## config.mk

```make
export PLATFORM = sky130hd
export DESIGN_NAME = irq_concentrator
export DESIGN_NICKNAME = d
export VERILOG_FILES = /design/src/rtl/irqc_pkg.sv /design/src/rtl/irqc_rst_sync.sv /design/src/rtl/irqc_group.sv /design/src/rtl/irq_concentrator.sv
export SDC_FILE = /design/constraint.sdc
export NUM_CORES = 1
export LEC_CHECK = 0
export CAP_MARGIN = 5
export CORE_MARGIN = 10
export CORE_UTILIZATION = 25
export CTS_BUF_LIST = sky130_fd_sc_hd__clkbuf_8
export DETAILED_ROUTE_END_ITERATION = 8
export GPL_TIMING_DRIVEN = 0
export PLACE_DENSITY_LB_ADDON = 0.05
export SLEW_MARGIN = 0
export SYNTH_ARGS = -nofsm -noshare
export SYNTH_HDL_FRONTEND = slang
export SYNTH_SLANG_ARGS = --single-unit
```

## constraint.sdc

```tcl
create_clock -name clk_i -period 2.8 [get_ports clk_i]
set_input_delay 0.42 -clock clk_i [delete_from_list [all_inputs] [get_ports clk_i]]
set_output_delay 0.42 -clock clk_i [all_outputs]
set_load 0.02 [all_outputs]
```

## src/rtl/irqc_pkg.sv

```systemverilog
package irqc_pkg;
  localparam int BUS_W        = 32;
  localparam int WIN_SHIFT    = 12;
  localparam int CTRL_EN_BIT  = 20;
  localparam int BOARD_EN_BIT = 0;

  localparam logic [WIN_SHIFT-1:0] OFF_PEND = 12'h004;
  localparam logic [WIN_SHIFT-1:0] OFF_MASK = 12'h008;
  localparam logic [WIN_SHIFT-1:0] OFF_CTRL = 12'h100;

  typedef enum logic [1:0] {
    SEL_NONE,
    SEL_PEND,
    SEL_MASK,
    SEL_CTRL
  } reg_sel_e;

  function automatic reg_sel_e decode_off(input logic [WIN_SHIFT-1:0] off);
    reg_sel_e s;
    unique case (off)
      OFF_PEND: s = SEL_PEND;
      OFF_MASK: s = SEL_MASK;
      OFF_CTRL: s = SEL_CTRL;
      default:  s = SEL_NONE;
    endcase
    return s;
  endfunction
endpackage

```

## src/rtl/irqc_rst_sync.sv

```systemverilog
module irqc_rst_sync #(
  parameter int STAGES = 2
) (
  input  logic clk_i,
  input  logic rst_ni,
  output logic rst_sync_no
);
  logic [STAGES-1:0] sync_q;
  logic [STAGES-1:0] sync_d;

  always_comb begin
    sync_d = {sync_q[STAGES-2:0], 1'b1};
  end

  always_ff @(posedge clk_i or negedge rst_ni) begin
    if (!rst_ni) sync_q <= '0;
    else         sync_q <= sync_d;
  end

  assign rst_sync_no = sync_q[STAGES-1];
endmodule

```

## src/rtl/irqc_group.sv

```systemverilog
module irqc_group
  import irqc_pkg::*;
#(
  parameter int CH = 16
) (
  input  logic                 clk_i,
  input  logic                 rst_ni,
  input  logic [CH-1:0]        req_i,
  input  logic                 win_hit_i,
  input  logic [WIN_SHIFT-1:0] off_i,
  input  logic                 wr_i,
  input  logic [BUS_W-1:0]     wdata_i,
  output logic [BUS_W-1:0]     rdata_o,
  output logic [CH-1:0]        pend_o,
  output logic [CH-1:0]        mask_o,
  output logic                 en_o,
  output logic                 req_o
);
  reg_sel_e      sel;
  logic          mask_we;
  logic          ctrl_we;
  logic [CH-1:0] pend_q, pend_d;
  logic [CH-1:0] mask_q, mask_d;
  logic          en_q, en_d;
  logic [CH-1:0] live;

  assign sel     = win_hit_i ? decode_off(off_i) : SEL_NONE;
  assign mask_we = wr_i && (sel == SEL_MASK);
  assign ctrl_we = wr_i && (sel == SEL_CTRL);

  // next-state
  always_comb begin
    pend_d = req_i;
    mask_d = mask_q;
    en_d   = en_q;
    if (mask_we) mask_d = wdata_i[CH-1:0];
    if (ctrl_we) en_d   = wdata_i[CTRL_EN_BIT];
  end

  // registers
  always_ff @(posedge clk_i or negedge rst_ni) begin
    if (!rst_ni) begin
      pend_q <= '0;
      mask_q <= '1;
      en_q   <= 1'b0;
    end else begin
      pend_q <= pend_d;
      if (mask_we) mask_q <= mask_d;
      if (ctrl_we) en_q   <= en_d;
    end
  end

  assign live  = pend_q & ~mask_q;
  assign req_o = en_q && (|live);

  always_comb begin
    rdata_o = '0;
    unique case (sel)
      SEL_PEND: rdata_o[CH-1:0]     = pend_q;
      SEL_MASK: rdata_o[CH-1:0]     = mask_q;
      SEL_CTRL: rdata_o[CTRL_EN_BIT] = en_q;
      default:  rdata_o             = '0;
    endcase
  end

  assign pend_o = pend_q;
  assign mask_o = mask_q;
  assign en_o   = en_q;
endmodule

```

## src/rtl/irq_concentrator.sv

```systemverilog
module irq_concentrator
  import irqc_pkg::*;
#(
  parameter int NUM_GROUPS   = 2,
  parameter int CH_PER_GROUP = 16,
  parameter int ADDR_W       = 16
) (
  input  logic                             clk_i,
  input  logic                             rst_ni,
  input  logic [NUM_GROUPS*CH_PER_GROUP-1:0] chan_req_i,
  input  logic [ADDR_W-1:0]                bus_addr_i,
  input  logic                             bus_wr_i,
  input  logic [BUS_W-1:0]                 bus_wdata_i,
  output logic [BUS_W-1:0]                 bus_rdata_o,
  output logic [NUM_GROUPS-1:0]            grp_irq_o,
  output logic                             irq_o
);
  localparam int TOTAL_CH  = NUM_GROUPS * CH_PER_GROUP;
  localparam int GRP_IDX_W = ADDR_W - WIN_SHIFT;
  localparam logic [ADDR_W-1:0] BOARD_ADDR = ADDR_W'(NUM_GROUPS) << WIN_SHIFT;

  logic                  rst_sync_n;
  logic [TOTAL_CH-1:0]   pend_all;
  logic [TOTAL_CH-1:0]   mask_all;
  logic [NUM_GROUPS-1:0] en_all;
  logic [NUM_GROUPS-1:0] grp_req;
  logic [BUS_W-1:0]      grp_rdata [NUM_GROUPS];
  logic                  board_sel;
  logic                  board_we;
  logic                  board_en_q, board_en_d;
  logic [NUM_GROUPS-1:0] grp_irq_q, grp_irq_d;
  logic                  irq_q, irq_d;

  irqc_rst_sync #(.STAGES(2)) u_rst_sync (
    .clk_i       (clk_i),
    .rst_ni      (rst_ni),
    .rst_sync_no (rst_sync_n)
  );

  for (genvar g = 0; g < NUM_GROUPS; g++) begin : g_grp
    logic win_hit;
    assign win_hit = (bus_addr_i[ADDR_W-1:WIN_SHIFT] == GRP_IDX_W'(g));

    irqc_group #(.CH(CH_PER_GROUP)) u_group (
      .clk_i     (clk_i),
      .rst_ni    (rst_sync_n),
      .req_i     (chan_req_i[g*CH_PER_GROUP +: CH_PER_GROUP]),
      .win_hit_i (win_hit),
      .off_i     (bus_addr_i[WIN_SHIFT-1:0]),
      .wr_i      (bus_wr_i),
      .wdata_i   (bus_wdata_i),
      .rdata_o   (grp_rdata[g]),
      .pend_o    (pend_all[g*CH_PER_GROUP +: CH_PER_GROUP]),
      .mask_o    (mask_all[g*CH_PER_GROUP +: CH_PER_GROUP]),
      .en_o      (en_all[g]),
      .req_o     (grp_req[g])
    );
  end

  assign board_sel = (bus_addr_i == BOARD_ADDR);
  assign board_we  = bus_wr_i && board_sel;

  // next-state
  always_comb begin
    board_en_d = board_en_q;
    if (board_we) board_en_d = bus_wdata_i[BOARD_EN_BIT];
    grp_irq_d = grp_req;
    irq_d     = board_en_q && (|grp_req);
  end

  // registers
  always_ff @(posedge clk_i or negedge rst_sync_n) begin
    if (!rst_sync_n) begin
      board_en_q <= 1'b0;
      grp_irq_q  <= '0;
      irq_q      <= 1'b0;
    end else begin
      if (board_we) board_en_q <= board_en_d;
      grp_irq_q <= grp_irq_d;
      irq_q     <= irq_d;
    end
  end

  always_comb begin
    bus_rdata_o = '0;
    for (int g = 0; g < NUM_GROUPS; g++) begin
      bus_rdata_o = bus_rdata_o | grp_rdata[g];
    end
    if (board_sel) bus_rdata_o[BOARD_EN_BIT] = board_en_q;
  end

  assign grp_irq_o = grp_irq_q;
  assign irq_o     = irq_q;
endmodule

```

==> reports/results.ini <==
[grt]
antenna_found_initial=0
grt_usage_pct=12.05
grt_pass1_vias=2811
grt_pass1_wl_um=16420
grt_overflow=0
grt_max_degree=64

[min_path]
hp-class=reg -> async

[sta]
worst_slew_pin_slew_ns=0.5630
setup_ws_ns=-0.005317
rsz0062_at_grt=true
fmax_ghz=0.3565
finClkSkew_ns=0.01199
min_period_ns=2.805
maxSlewViolCount=0
hold_violations=0
final.period_utilization_pct=100.2
setup_viol=1
max-slew-margin-rel_pct=62.12

[worst_setup_path]
path_delay_family=simple AND/OR/NAND/NOR gates
cp.depth=10
slowest_stage=or3_4
worst-path-max-fanout=8
crit_required_ns=2.38
endpoint_kind=output pin
crit_path_cell_trace=clkdlybuf4s15_1, nor3_2, nand3_2, or3_4, nor2_4, ha_4, clkbuf_16, a22oi_2, o22ai_2, buf_6
r2r_slack_ns=1.15
worstReg2RegStart=g_grp[0].u_group.mask_o[1]
cp-start-kind=primary input
cp.arrival_ns=2.39
cpPeakStageDelay_ns=0.43
reg2reg_to=irq_o
cp_num_buf_inv=3
reg2reg_depth=4
critical_path_class=in -> out

[pwr]
p_leak_nw=2.101
vdd_drop_max_mv=0.2836
swShare_pct=22.40
power_frac_clock_pct=40.8
p_switching_mw=0.4852
p_comb_share_pct=9.0
p_int_mw=1.681
seqPwrFrac_pct=50.2
p_per_area_nw_per_um2=416.4

[clocking]
cts.sinks=72
numCtsBuffers=9
htreeDepth=3
cts_buffer_depth=2
cts_root_buf=clkbuf_8
cts_hold_buf=0
clk_pin_slew_worst_paths_ns=0.08
tritoncts=yes
clk_latency_ns=0.36

[place]
place_area_sq_um=4554
gp_congestion=0.7155
dp_hpwl_um=7621
port_buffers=87

[floorplan]
die_h_um=135.1
die_width_um=135.1
start_util_pct=25.22
pin_count=118
die-area_sq_um=18260
core_sq_um=13140
rows=42

[final_layout]
multi_input_area_sq_um=1627
regArea_sq_um=1846
stdcell_area_sq_um=5202
syn_to_final_growth_pct=57.02
layout-drive-gt1-share_pct=41.01
finalNetCount=479
n_antenna_cell=0
fin_util_pct=39.60
nFillCells=1296

[yosys]
synth_flop_cell=dfrtp_1
synthCells=272
avgSynthCellArea_sq_um=12.18
ys.warnings.count=0
syn-cell-area_sq_um=3313
ys_seq_area_share_pct=55.59
ys_async_sr_fraction_pct=100.0
synth-edff-count=0
yosys.cell_types.count=29
yosys_register_bits=72

[routing]
antenna_left=0
num_vias=2501
vias_per_cell=4.380
drt_iter0_markers=79
wire_per_inst_um=18.93
wl_um=10810
dr.pass1.iters=4
drcViolationCount=0

[run_status]
outcome=complete, but fails checks
violations=negative setup slack

[run]
maxCapViolations=0

## how the worst max path moves through the flow
stage                     slack (ns)           start               to
after global placement         -1.52  bus_addr_i[11]  bus_rdata_o[14]
after global routing            -0.1  bus_addr_i[11]  bus_rdata_o[12]
after CTS                      -0.01   bus_addr_i[4]  bus_rdata_o[14]
final                         -0.005   bus_addr_i[9]  bus_rdata_o[12]
after floorplan                0.009  bus_addr_i[11]  bus_rdata_o[10]
after detailed placement       -1.54  bus_addr_i[11]   bus_rdata_o[9]
## synthesized netlist by cell type (3+ instances only)
cell type	n	area [sq um]
a22oi_1	32	240.2
buf_2	4	20.02
buf_4	15	112.6
clkbuf_1	8	30.03
dfrtp_1	40	1001
dfstp_2	32	840.8
ha_1	6	75.07
inv_1	8	30.03
mux2_1	22	247.7
mux2_2	14	157.7
nand2_1	9	33.78
nand2b_1	25	156.4
nand3_1	3	15.01
nor2_1	6	22.52
nor2b_1	3	18.77
nor3_1	3	15.01
nor4_1	4	25.02
o2111ai_1	8	70.07
o22ai_1	17	106.4
## power by group through the flow
stage	combinational, mW	sequential (mW)	clock [mW]
2_1_floorplan	0.0534	1.11	0
3_3_place_gp	0.166	1.12	0
3_5_place_dp	0.190	1.10	0
4_1_cts	0.193	1.09	0.917
5_1_grt	0.213	1.09	0.951
6_report	0.194	1.09	0.884
## per-layer routing
| metal | share of wire, % | routed length, um | global-route usage (%) | vias to the layer above |
|---|---|---|---|---|
| met5 | 0 | 0 | 0 | - |
| met4 | 0.69 | 75 | 4.127 | 0 |
| met3 | 6.8 | 736 | 4.160 | 8 |
| met2 | 48 | 5238 | 19.64 | 74 |
| met1 | 44 | 4758 | 14.48 | 1210 |
| li1 | - | - | - | 1209 |
## stage by stage
step                std cells  setup TNS, ns  hold WS [ns]  setup slack (ns)  power (mW)
floorplan                 286              0        0.1244          0.008983       1.163
global placement          549         -48.68        0.3374            -1.522       1.289
detailed placement        550         -36.44        0.1485            -1.539       1.294
CTS                       568       -0.05955        0.1432          -0.01122       2.198
global route              571        -0.8081        0.1568          -0.09605       2.255
finish                    571      -0.005317        0.1381         -0.005317       2.166
## state kept, by name (all words and copies together) (netlist names)
name / count
g_grp.u_group.pend_o: 32
u_rst_sync.sync_q: 2
irq_o: 1
g_grp.u_group.en_o: 2
g_grp.u_group.mask_o: 32
board_en_q: 1
grp_irq_o: 2
## cell families after synthesis
family	after synthesis	synth area share [%]
AOI/OAI and AO/OA	58	12.84
xor gates and xnor gates	2	0.5288
other	2	0.2267
adders and majority gates	6	2.266
and+or+nand+nor	59	10.27
DFF	72	55.59
buffers and inverters	37	6.043
muxes	36	12.24
## final cells by class
type,instances,area share [%]
Tap cell,176,4.233
Inverter,8,0.5772
Multi-Input combinational cell,177,31.27
Sequential cell,72,35.47
Timing Repair Buffer,97,19.12
Buffer,25,5.147
Clock buffer,13,3.439
Clock inverter,3,0.7456
## timing repair
action | 4_1_cts | 5_1_grt
gates resized for setup | 166 | 31
cloned | 3 | 2
hold endpoints to repair | 0 | 0
setup buffers | 3 | 1
pin swaps | 26 | 18
setup endpoints to repair | 37 | 16
## cells in the final DEF, fill, tap and decap left out, types with 8 or more instances in the layout
| cell type | count |
|---|---|
| o22ai_2 | 13 |
| mux2_2 | 14 |
| conb_1 | 16 |
| nand2_1 | 8 |
| inv_1 | 9 |
| o2111ai_1 | 8 |
| a22oi_1 | 21 |
| buf_6 | 13 |
| dlygate4sd2_1 | 9 |
| mux2_1 | 21 |
| dfstp_2 | 32 |
| clkbuf_8 | 14 |
| nand2b_1 | 25 |
| clkdlybuf4s50_1 | 54 |
| buf_4 | 23 |
| a22oi_2 | 11 |
| dfrtp_1 | 39 |
No activity file was read; power rests on OpenSTA's default activity.
